<file path="config.mk">
export PLATFORM = sky130hd
export DESIGN_NAME = sdram_pwrup_seq
export DESIGN_NICKNAME = d
export VERILOG_FILES = /design/src/rtl/sdram_init_pkg.sv /design/src/rtl/sdram_wait_timer.sv /design/src/rtl/sdram_mode_fix.sv /design/src/rtl/sdram_pwrup_seq.sv
export SDC_FILE = /design/constraint.sdc
export NUM_CORES = 1
export LEC_CHECK = 0
export ABC_AREA = 1
export ABC_CLOCK_PERIOD_IN_PS = 2700
export CAP_MARGIN = 30
export CELL_PAD_IN_SITES_DETAIL_PLACEMENT = 1
export CELL_PAD_IN_SITES_GLOBAL_PLACEMENT = 1
export CORE_MARGIN = 2
export CORE_UTILIZATION = 36
export DETAILED_ROUTE_END_ITERATION = 10
export PLACE_DENSITY_LB_ADDON = 0.1
export RECOVER_POWER = 25
export SKIP_CTS_REPAIR_TIMING = 1
export SYNTH_ARGS = -nofsm -noshare
export SYNTH_HDL_FRONTEND = slang
export SYNTH_SLANG_ARGS = --single-unit
</file>
<file path="constraint.sdc">
create_clock -name clk -period 2.7 [get_ports clk]
set_clock_uncertainty 0.05 [all_clocks]
set_input_delay 0.54 -clock clk [delete_from_list [all_inputs] [get_ports clk]]
set_output_delay 0.54 -clock clk [all_outputs]
set_load 0.05 [all_outputs]
</file>
<file path="src/rtl/sdram_init_pkg.sv">
package sdram_init_pkg;

    typedef struct packed {
        logic cs_n;
        logic ras_n;
        logic cas_n;
        logic we_n;
    } sdr_cmd_t;

    localparam sdr_cmd_t CMD_INH = '{cs_n: 1'b1, ras_n: 1'b1, cas_n: 1'b1, we_n: 1'b1};
    localparam sdr_cmd_t CMD_NOP = '{cs_n: 1'b0, ras_n: 1'b1, cas_n: 1'b1, we_n: 1'b1};
    localparam sdr_cmd_t CMD_PRE = '{cs_n: 1'b0, ras_n: 1'b0, cas_n: 1'b1, we_n: 1'b0};
    localparam sdr_cmd_t CMD_REF = '{cs_n: 1'b0, ras_n: 1'b0, cas_n: 1'b0, we_n: 1'b1};
    localparam sdr_cmd_t CMD_LMR = '{cs_n: 1'b0, ras_n: 1'b0, cas_n: 1'b0, we_n: 1'b0};

    typedef enum logic [3:0] {
        ST_IDLE, ST_PWR, ST_PRE, ST_WRP, ST_REF1, ST_WRC1,
        ST_REF2, ST_WRC2, ST_LMR, ST_WMR, ST_DONE
    } init_state_t;

    localparam int MODE_W = 12;
    localparam int PRE_ALL_BIT = 10;

    function automatic int unsigned ns_to_cyc(input int unsigned ns, input int unsigned mhz);
        int unsigned c;
        c = (ns * mhz + 999) / 1000;
        return (c == 0) ? 1 : c;
    endfunction

    function automatic int unsigned max2(input int unsigned a, input int unsigned b);
        return (a > b) ? a : b;
    endfunction

endpackage

</file>
<file path="src/rtl/sdram_wait_timer.sv">
module sdram_wait_timer #(
    parameter int CNT_W = 8
) (
    input  logic             clk,
    input  logic             rst,
    input  logic             load,
    input  logic [CNT_W-1:0] load_val,
    output logic             expired
);
    logic [CNT_W-1:0] cnt_q;

    always_ff @(posedge clk) begin
        if (rst)
            cnt_q <= '0;
        else if (load)
            cnt_q <= load_val;
        else if (cnt_q != '0)
            cnt_q <= cnt_q - 1'b1;
    end

    assign expired = (cnt_q == '0);
endmodule

</file>
<file path="src/rtl/sdram_mode_fix.sv">
module sdram_mode_fix
    import sdram_init_pkg::*;
(
    input  logic [MODE_W-1:0] mode_in,
    output logic [MODE_W-1:0] mode_out
);
    logic [MODE_W-1:0] masked;
    logic [2:0]        lat;

    always_comb begin
        masked = mode_in & {2'b00, {(MODE_W-2){1'b1}}};
        lat    = masked[6:4];
        if (lat != 3'd2 && lat != 3'd3)
            lat = 3'd3;
        mode_out = {masked[MODE_W-1:7], lat, masked[3:0]};
    end
endmodule

</file>
<file path="src/rtl/sdram_pwrup_seq.sv">
module sdram_pwrup_seq
    import sdram_init_pkg::*;
#(
    parameter int unsigned CLK_MHZ   = 100,
    parameter int unsigned T_PWR_NS  = 100000,
    parameter int unsigned T_RP_NS   = 20,
    parameter int unsigned T_RC_NS   = 66,
    parameter int unsigned T_MRD_CYC = 2,
    parameter int          ADDR_W    = 12,
    parameter int          BA_W      = 2
) (
    input  logic              clk,
    input  logic              rst,
    input  logic              clk_ok,
    input  logic [11:0]       mode_word,
    output logic              cs_n,
    output logic              ras_n,
    output logic              cas_n,
    output logic              we_n,
    output logic [BA_W-1:0]   ba,
    output logic [ADDR_W-1:0] addr,
    output logic              done
);
    localparam int unsigned PWR_CYC = ns_to_cyc(T_PWR_NS, CLK_MHZ);
    localparam int unsigned RP_CYC  = ns_to_cyc(T_RP_NS, CLK_MHZ);
    localparam int unsigned RC_CYC  = ns_to_cyc(T_RC_NS, CLK_MHZ);
    localparam int unsigned MRD_CYC = (T_MRD_CYC == 0) ? 1 : T_MRD_CYC;
    localparam int unsigned MAX_CYC = max2(max2(PWR_CYC, RP_CYC), max2(RC_CYC, MRD_CYC));
    localparam int          CNT_W   = $clog2(MAX_CYC + 1);

    init_state_t      state_q, state_d;
    logic             tmr_load, tmr_exp;
    logic [CNT_W-1:0] tmr_val;
    logic [MODE_W-1:0] mode_clean;
    sdr_cmd_t         cmd;

    sdram_wait_timer #(.CNT_W(CNT_W)) u_timer (
        .clk      (clk),
        .rst      (rst),
        .load     (tmr_load),
        .load_val (tmr_val),
        .expired  (tmr_exp)
    );

    sdram_mode_fix u_mode (
        .mode_in  (mode_word),
        .mode_out (mode_clean)
    );

    always_comb begin
        state_d = state_q;
        unique case (state_q)
            ST_IDLE: if (clk_ok) state_d = ST_PWR;
            ST_PWR:  if (!clk_ok) state_d = ST_IDLE;
                     else if (tmr_exp) state_d = ST_PRE;
            ST_PRE:  state_d = ST_WRP;
            ST_WRP:  if (tmr_exp) state_d = ST_REF1;
            ST_REF1: state_d = ST_WRC1;
            ST_WRC1: if (tmr_exp) state_d = ST_REF2;
            ST_REF2: state_d = ST_WRC2;
            ST_WRC2: if (tmr_exp) state_d = ST_LMR;
            ST_LMR:  state_d = ST_WMR;
            ST_WMR:  if (tmr_exp) state_d = ST_DONE;
            ST_DONE: state_d = ST_DONE;
            default: state_d = ST_IDLE;
        endcase
    end

    always_comb begin
        tmr_load = (state_d != state_q);
        case (state_d)
            ST_PWR:           tmr_val = CNT_W'(PWR_CYC - 1);
            ST_WRP:           tmr_val = CNT_W'(RP_CYC - 1);
            ST_WRC1, ST_WRC2: tmr_val = CNT_W'(RC_CYC - 1);
            ST_WMR:           tmr_val = CNT_W'(MRD_CYC - 1);
            default:          tmr_val = '0;
        endcase
    end

    always_ff @(posedge clk) begin
        if (rst)
            state_q <= ST_IDLE;
        else
            state_q <= state_d;
    end

    always_comb begin
        addr = '0;
        case (state_q)
            ST_IDLE:          cmd = CMD_INH;
            ST_PRE: begin
                cmd               = CMD_PRE;
                addr[PRE_ALL_BIT] = 1'b1;
            end
            ST_REF1, ST_REF2: cmd = CMD_REF;
            ST_LMR: begin
                cmd              = CMD_LMR;
                addr[MODE_W-1:0] = mode_clean;
            end
            default:          cmd = CMD_NOP;
        endcase
    end

    assign cs_n  = cmd.cs_n;
    assign ras_n = cmd.ras_n;
    assign cas_n = cmd.cas_n;
    assign we_n  = cmd.we_n;
    assign ba    = '0;
    assign done  = (state_q == ST_DONE);
endmodule

</file>
== After elaboration in Yosys (flattened, before gate mapping) ==
Cells that the tools add are included.

* Add/sub/neg operators: 1
* Eq/ne operators: 18
* Muxes and demuxes: 15
* Reductions and logical operators: 8

{| class="wikitable"
|+ Operators with widths
! kind !! count
|-
| case mux 4 bit (11 select lines) || 1
|-
| case mux 14 bit (3 select lines) || 1
|-
| two-way mux 14 bit || 2
|-
| two-way mux 4 bit || 7
|-
| == test 4 x 3 -> 1 bit (second input constant) || 6
|-
| == test 4 bit (second input constant) || 4
|-
| case mux 4 bit (4 select lines) || 1
|-
| logical NOT 14 bit || 1
|-
| nonzero test 14 bit || 1
|-
| subtractor 14 x 1 -> 14 bit (second input constant) || 1
|-
| == test 4 x 2 -> 1 bit (second input constant) || 3
|-
| two-way mux 10 bit || 1
|-
| == test 4 x 1 -> 1 bit (second input constant) || 2
|-
| != test 3 x 2 -> 1 bit (second input constant) || 2
|-
| OR reduction 2 bit || 3
|-
| logical NOT 4 bit || 1
|-
| != test 4 bit || 1
|-
| two-way mux 3 bit || 1
|-
| nonzero test 2 bit || 1
|-
| logical AND 1 bit || 1
|-
| two-way mux 1 bit || 1
|}

* Register bits after elaboration: 18
* Output and inout port bits: 19
* Logic and storage cells: 44

== Depth between registers and ports, before layout ==
Gate-level depths: netlist of run 1.

* Word-level depth: 8
* Depth in mapped cells: 13
* Mapped depth without buffers: 13

== Cells and area by module ==
Synthesis of run 1 repeated with hierarchy kept, for this count alone.

* Cells, all modules: 273
* Area total of the unflattened synthesis: 1602.8 sq um

{| class="wikitable"
|+ Modules (own cells, without submodules)
! module !! instances !! cells each !! area each (sq um) !! seq. area each (sq um)
|-
| sdram_wait_timer || 1 || 158 || 1003.5 || 280.3
|-
| sdram_pwrup_seq || 1 || 99 || 496.7 || 80.1
|-
| sdram_mode_fix || 1 || 16 || 102.6 || 0.0
|}

== Least setup slack after synthesis of run 1 ==
OpenSTA, ideal clock, no wires.

* Path kind: reg-to-output
* Start point: register state_q[2]
* End point: output done
* Data arrival time: 2000 ps
* Path slack: 110 ps
* Cell stages (with the launch flop): 3
* Path buffers: 1
* Cell sequence: dfxtp_1 buf_4 nor4_1

* Longest elaborated chain between the ends: 1

{| class="wikitable"
|+ RTL lines
! item !! line !! source
|-
| start: declaration || sdram_pwrup_seq.sv:31 || <nowiki>init_state_t state_q, state_d;</nowiki>
|-
| start signal: assignment || sdram_pwrup_seq.sv:84 || <nowiki>state_q <= state_d;</nowiki>
|-
| == test 4 bit || sdram_pwrup_seq.sv:109 || <nowiki>assign done = (state_q == ST_DONE);</nowiki>
|-
| end: declaration || sdram_pwrup_seq.sv:22 || <nowiki>output logic done</nowiki>
|}

No other way between the ends.

== Worst setup path in the final report of run 1 ==
* Start point: register state_q[2]
* End point: output cs_n

* Longest elaborated chain between the ends: 3
* Elaborated cells on any way between the ends: 7

{| class="wikitable"
|+ RTL lines
! item !! line !! source
|-
| == test 4 x 3 -> 1 bit || sdram_pwrup_seq.sv:89 || <nowiki>case (state_q)</nowiki>
|-
| OR reduction 2 bit || sdram_pwrup_seq.sv:89 ||
|-
| case mux 4 bit (4 select lines) (*) || sdram_pwrup_seq.sv:89 ||
|-
| end: declaration || sdram_pwrup_seq.sv:16 || <nowiki>output logic cs_n,</nowiki>
|}

Mark *: on every way between the ends. The rest lies on a longest branch, timed or not.

==> results.sh, run 1 <==
export IMPL_clkLatencyLatePin_ns=0.30
export IMPL_critPathRequiredTime_ns=2.11
export IMPL_syn_to_final_growth_pct=20.13
export IMPL_dp_hpwl_mm=2.791
export IMPL_synth_edf_count=0
export IMPL_cp_arrival_ns=1.96
export IMPL_viasPerCell=4.808
export IMPL_grt_pass1_wl_mm=5.892
export IMPL_slowest_stage="clkdlybuf4s50_1"
export IMPL_worst_slew_pin_slew_ns=0.5425
export IMPL_switchingPower_w=0.0006201
export IMPL_reg2reg_depth=12
export IMPL_die_w_um=64.35
export IMPL_gr_usage_all_layers_pct=17.93
export IMPL_worst_path_stages=4
export IMPL_synth_cell_types=34
export IMPL_cts_tree="built"
export IMPL_placement_cell_area_sq_mm=0.001564
export IMPL_layout_min_cycle_time_ns=2.549
export IMPL_ys_flop_type="dfxtp_1"
export IMPL_numCtsBuffers=3
export IMPL_slew_viol_final=0
export IMPL_use_met1_pct=21.14
export IMPL_fillers=477
export IMPL_ys_seq_area_share_pct=27.48
export IMPL_status="finished clean"
export IMPL_worstSetupEndpointType="output pin"
export IMPL_holdCritPathClass="reg2reg"
export IMPL_critical_path_max_stage_delay_ns=0.79
export IMPL_synth_area_sq_mm=0.001311
export IMPL_antenna_found_initial=0
export IMPL_cts_max_path_buffers=2
export IMPL_htree_num_levels=1
export IMPL_synthArstFlopShare_pct=0
export IMPL_yosys_area_top_type="dfxtp_1"
export IMPL_yosys_warnings=0
export IMPL_critPathTopFamily="buffers and inverters"
export IMPL_grt_start_max_net_pins=13
export IMPL_worstPathMaxFanout=9
export IMPL_vias=1255
export IMPL_crit_chain="nor2_4 > nand2_1 > inv_1 > clkdlybuf4s50_1"
export IMPL_pwr_density_cell_mw_per_mm2=814.4
export IMPL_first_global_vias=1286
export IMPL_antenna_cells=0
export IMPL_cp_buffers_inverters=2
export IMPL_fin_crit_sh_pct=94.40
export IMPL_setup_tns_ns=0
export IMPL_hold_viol=0
export IMPL_wl_per_cell_um=13.13
export IMPL_power_leakage_nw=0.7942
export IMPL_final_net_count=233
export IMPL_sequentialPowerShare_pct=31.5
export IMPL_slew_headroom_pct=63.72
export IMPL_io_pins=34
export IMPL_setup_viol=0
export IMPL_grt_util_met2_pct=33.33
export IMPL_postSynthAreaPerCell_sq_um=6.901
export IMPL_criticalPathCategory="reg2out"
export IMPL_peakVddDrop_uv=422.9
export IMPL_clock_root_buffer="clkbuf_4"
export IMPL_gp_congestion=0.8505
export IMPL_syn_inst=190
export IMPL_path_clk_slew_ns=0.10
export IMPL_row_count=21
export IMPL_grt_remaining_overflow=0
export IMPL_fp_dieH_um=64.35
export IMPL_dieArea_sq_mm=0.004141
export IMPL_maxCapViolCount=0
export IMPL_use_met3_pct=4.049
export IMPL_ant_nets=0
export IMPL_yosys_register_bits=18
export IMPL_synth_area_leaders="dfxtp_1 (27%), nand2_1 (10%), nor2_1 (9.2%)"
export IMPL_synth_commonest_cells="nand2_1 (36), nor2_1 (32), inv_1 (30)"
export IMPL_drt_initial_drc_count=31
export IMPL_wirelength_mm=3.428
export IMPL_synth_top_area_share_pct=27.48
export IMPL_final_area_sq_mm=0.001575
export IMPL_whs_ns=0.4840
export IMPL_drt_pass1_iter_count=4
export IMPL_synth_most_common_cell="nand2_1"
export IMPL_drive_gt1_share_pct=15.81
export IMPL_port_buffer_count=27
export IMPL_rsz0062_at_grt="false"
export IMPL_cp_start_kind="flip-flop"
export IMPL_initial_core_util_pct=38.39
export IMPL_max_freq_mhz=392.4
export IMPL_netSwitchingFraction_pct=48.34
export IMPL_busiest_layer="met2"
export IMPL_clock_sinks=18
export IMPL_p_clk_share_pct=10.9
export IMPL_power_frac_comb_pct=57.6
export IMPL_min_path_cells=2
export IMPL_coreArea_sq_mm=0.003416
export IMPL_post_route_drc_count=0
export IMPL_internal_power_w=0.0006628
tightest hold or removal path, stage by stage (launching register included):
cell and delay (ns):
dfxtp_1 0.34, o21bai_1 0.07, nor2_1 0.09
final timing paths:
path / from / to / slack [ns]
worst max-delay path: state_q[2] / cs_n / 0.15
worst min-delay path: u_timer.cnt_q[1] / u_timer.cnt_q[1] / 0.48
worst max register to register: u_timer.cnt_q[0] / u_timer.cnt_q[1] / 0.31
worst min register to register: u_timer.cnt_q[1] / u_timer.cnt_q[1] / 0.48
area by class of cell:
cell class                 instances  area [sq um]  share of cell area [%]
tap                               46         57.56                   3.654
timing repair buffer              27         242.7                   15.41
sequential                        18         360.3                   22.88
inverter                          32         120.1                   7.625
multi-input combinational        135         772.0                   49.01
clock buffer                       3         22.52                   1.430
stage by stage:
step,util [%],std cells,worst slack [ns],power (W)
global route,46.12,261,0.01537,0.001404
detailed placement,45.79,258,0.2918,0.001171
global placement,45.79,258,0.3277,0.001143
floorplan,-,193,0.1097,0.001020
finish,46.12,261,0.1513,0.001283
CTS,46.45,261,0.1186,0.001316
routing by layer:
layer  share of wire [%]  vias to the layer above
li1                    -                      640
met1                  44                      600
met2                  53                       13
met3                 2.6                        2
met4                0.41                        0
met5                   0                        -
flip-flops by register name (all words and copies together) (netlist names):
register	count
state_q	4
u_timer.cnt_q	14
cell families (layout without fill, tap and decap cells):
group | count (synthesis) | after routing | synth area share [%]
and+or+nand+nor | 103 | 103 | 42.84
buffers and inverters | 40 | 62 | 13.46
DFF | 18 | 18 | 27.48
AOI/OAI and AO/OA | 16 | 16 | 7.633
adders and majority gates | 1 | 1 | 0.9540
other | 1 | 4 | 0.2860
xor gates and xnor gates | 11 | 11 | 7.348
power by group through the flow:
stage	clock network [W]	logic [W]	registers, W
detailed placement	0	0.000762	0.000409
global route	0.000154	0.000834	0.000415
CTS	0.000146	0.000767	0.000404
finish	0.000140	0.000739	0.000404
global placement	0	0.000737	0.000406
floorplan	0	0.000627	0.000393
layout by cell type (no fill, tap or decap), types with 4 or more instances in the layout:
master and n:
nor2_1 33, clkdlybuf4s50_1 14, xor2_1 8, nand3_1 5, nand4_1 8, nand2_1 36
buf_4 12, conb_1 4, inv_1 30, a21oi_1 5, dfxtp_1 18
(Power assumes the default switching activity.)
==> run 2: changes to the inputs <==
--- a/config.mk
+++ b/config.mk
@@ -7,11 +7,10 @@
 export LEC_CHECK = 0
 export ABC_AREA = 1
 export ABC_CLOCK_PERIOD_IN_PS = 2700
-export CAP_MARGIN = 30
 export CELL_PAD_IN_SITES_DETAIL_PLACEMENT = 1
 export CELL_PAD_IN_SITES_GLOBAL_PLACEMENT = 1
-export CORE_MARGIN = 2
 export CORE_UTILIZATION = 36
+export CTS_CLUSTER_SIZE = 30
 export DETAILED_ROUTE_END_ITERATION = 10
 export PLACE_DENSITY_LB_ADDON = 0.1
 export RECOVER_POWER = 25
==> run 2 against run 1 <==
First-iteration DRC count increased by 81%; via count shrank 0.88%; clock power hardly changed; utilization shrank 0.073 points; fmax fell by 0.42%; highest routed layer unchanged.
==> results.sh, run 2 (synthesized netlist as in run 1, its figures left out) <==
export IMPL_slew_viol_final=0
export IMPL_cp_arrival_ns=1.97
export IMPL_dieArea_sq_mm=0.003888
export IMPL_max_freq_mhz=390.7
export IMPL_grt_remaining_overflow=0
export IMPL_setup_tns_ns=0
export IMPL_syn_to_final_growth_pct=19.94
export IMPL_numCtsBuffers=3
export IMPL_worstPathMaxFanout=9
export IMPL_fin_crit_sh_pct=94.80
export IMPL_crit_start="state_q[2]"
export IMPL_min_path_cells=2
export IMPL_wl_per_cell_um=12.65
export IMPL_antenna_found_initial=0
export IMPL_reg2reg_depth=12
export IMPL_hold_viol=0
export IMPL_gr_usage_all_layers_pct=19.67
export IMPL_gp_congestion=0.8723
export IMPL_post_route_drc_count=0
export IMPL_holdCritPathClass="reg2reg"
export IMPL_cp_buffers_inverters=2
export IMPL_finalNonFillerCells=261
export IMPL_path_clk_slew_ns=0.10
export IMPL_worstSetupEndpointType="output pin"
export IMPL_final_net_count=233
export IMPL_initial_core_util_pct=38.39
export IMPL_clock_sinks=18
export IMPL_row_count=21
export IMPL_drt_initial_drc_count=56
export IMPL_antenna_cells=0
export IMPL_clock_root_buffer="clkbuf_4"
export IMPL_vias=1244
export IMPL_maxCapViolCount=0
export IMPL_largest_register="u_timer.cnt_q"
export IMPL_wirelength_mm=3.302
export IMPL_dp_hpwl_mm=2.703
export IMPL_drive_gt1_share_pct=15.81
export IMPL_pwr_density_cell_mw_per_mm2=813.4
export IMPL_layout_common_cells="nand2_1 (36), nor2_1 (33), inv_1 (30)"
export IMPL_placed_cells=258
export IMPL_reg2reg_slack_ns=0.31
export IMPL_grt_start_max_net_pins=13
export IMPL_clkLatencyLatePin_ns=0.30
export IMPL_cts_max_path_buffers=2
export IMPL_largest_reg_flops=14
export IMPL_viasPerCell=4.766
export IMPL_ant_nets=0
export IMPL_top_regs="u_timer.cnt_q x14, state_q x4"
export IMPL_htree_num_levels=1
export IMPL_status="finished clean"
export IMPL_slowest_stage="clkdlybuf4s50_1"
export IMPL_drt_pass1_iter_count=4
export IMPL_r2r_end="u_timer.cnt_q[1]"
export IMPL_io_pins=34
export IMPL_final_common_cell="nand2_1"
export IMPL_power_leakage_nw=0.7754
export IMPL_grt_pass1_wl_mm=6.106
export IMPL_critical_path_max_stage_delay_ns=0.81
export IMPL_die_w_um=62.35
export IMPL_first_global_vias=1352
export IMPL_worst_path_stages=4
export IMPL_slew_headroom_pct=64.82
export IMPL_worst_slew_pin_slew_ns=0.5258
export IMPL_power_total_w=0.001279
export IMPL_critPathTopFamily="buffers and inverters"
export IMPL_criticalPathCategory="reg2out"
export IMPL_cts_tree="built"
export IMPL_critPathRequiredTime_ns=2.11
export IMPL_port_buffer_count=27
export IMPL_coreArea_sq_mm=0.003416
export IMPL_fp_dieH_um=62.35
export IMPL_rr_startpoint="u_timer.cnt_q[0]"
export IMPL_crit_end="addr[10]"
export IMPL_peakVddDrop_uv=378.8
export IMPL_rsz0062_at_grt="false"
export IMPL_layout_min_cycle_time_ns=2.560
export IMPL_setup_viol=0
export IMPL_crit_chain="nor2_4 > nand2_1 > inv_1 > clkdlybuf4s50_1"
export IMPL_cp_start_kind="flip-flop"
==> run 2: changes by cell type in the layout (fill, tap and decap cells not counted), sizes merged <==
cell           previous run  this run
dlymetal6s2s              1         0
clkdlybuf4s50            14        15
==> run 2: power breakdown <==
group	switching, W	internal, W
Sequential	0.0000634	0.000339
Clock	0.0000876	0.0000521
Combinational	0.000466	0.000271
Total	0.000617	0.000663
==> run 2: metal layers <==
metal / up-vias / wire length, um / track usage, % / share of wire, %
met1: 585 / 1447 / 23.51 / 44
li1: 640 / - / - / -
met3: 2 / 81 / 4.412 / 2.5
met2: 17 / 1751 / 35.99 / 53
met4: 0 / 22 / 3.488 / 0.67
met5: - / 0 / 0 / 0
==> run 2: worst min path at each step <==
| stage | startpoint | to | slack (ns) |
|---|---|---|---|
| 2_1_floorplan | u_timer.cnt_q[1] | u_timer.cnt_q[1] | 0.43 |
| 3_5_place_dp | u_timer.cnt_q[1] | u_timer.cnt_q[1] | 0.46 |
| 5_1_grt | u_timer.cnt_q[1] | u_timer.cnt_q[1] | 0.53 |
| 6_report | u_timer.cnt_q[1] | u_timer.cnt_q[1] | 0.48 |
| 4_1_cts | u_timer.cnt_q[1] | u_timer.cnt_q[1] | 0.49 |
| 3_3_place_gp | u_timer.cnt_q[1] | u_timer.cnt_q[1] | 0.45 |
==> run 2: through the flow <==
stage	area [sq um]	hold WS [ns]	util, %	setup WS, ns
global placement	1564	0.4480	45.79	0.3192
detailed placement	1564	0.4627	45.79	0.2899
floorplan	1323	0.4331	-	0.1097
global route	1573	0.5287	46.04	0.03063
finish	1573	0.4793	46.04	0.1405
CTS	1587	0.4887	46.45	0.1148
==> run 2: layout make-up <==
class	instances	area (sq um)
clock buffers	3	22.52
fillers	463	1843
inverters	32	120.1
multi-input cells	135	772.0
flip-flops and latches	18	360.3
well taps	46	57.56
repair buffers	27	240.2
==> run 2: tightest hold or removal path, cell delays in order, from the launching register on <==
cell,delay (ns)
dfxtp_1,0.34
o21bai_1,0.07
nor2_1,0.09
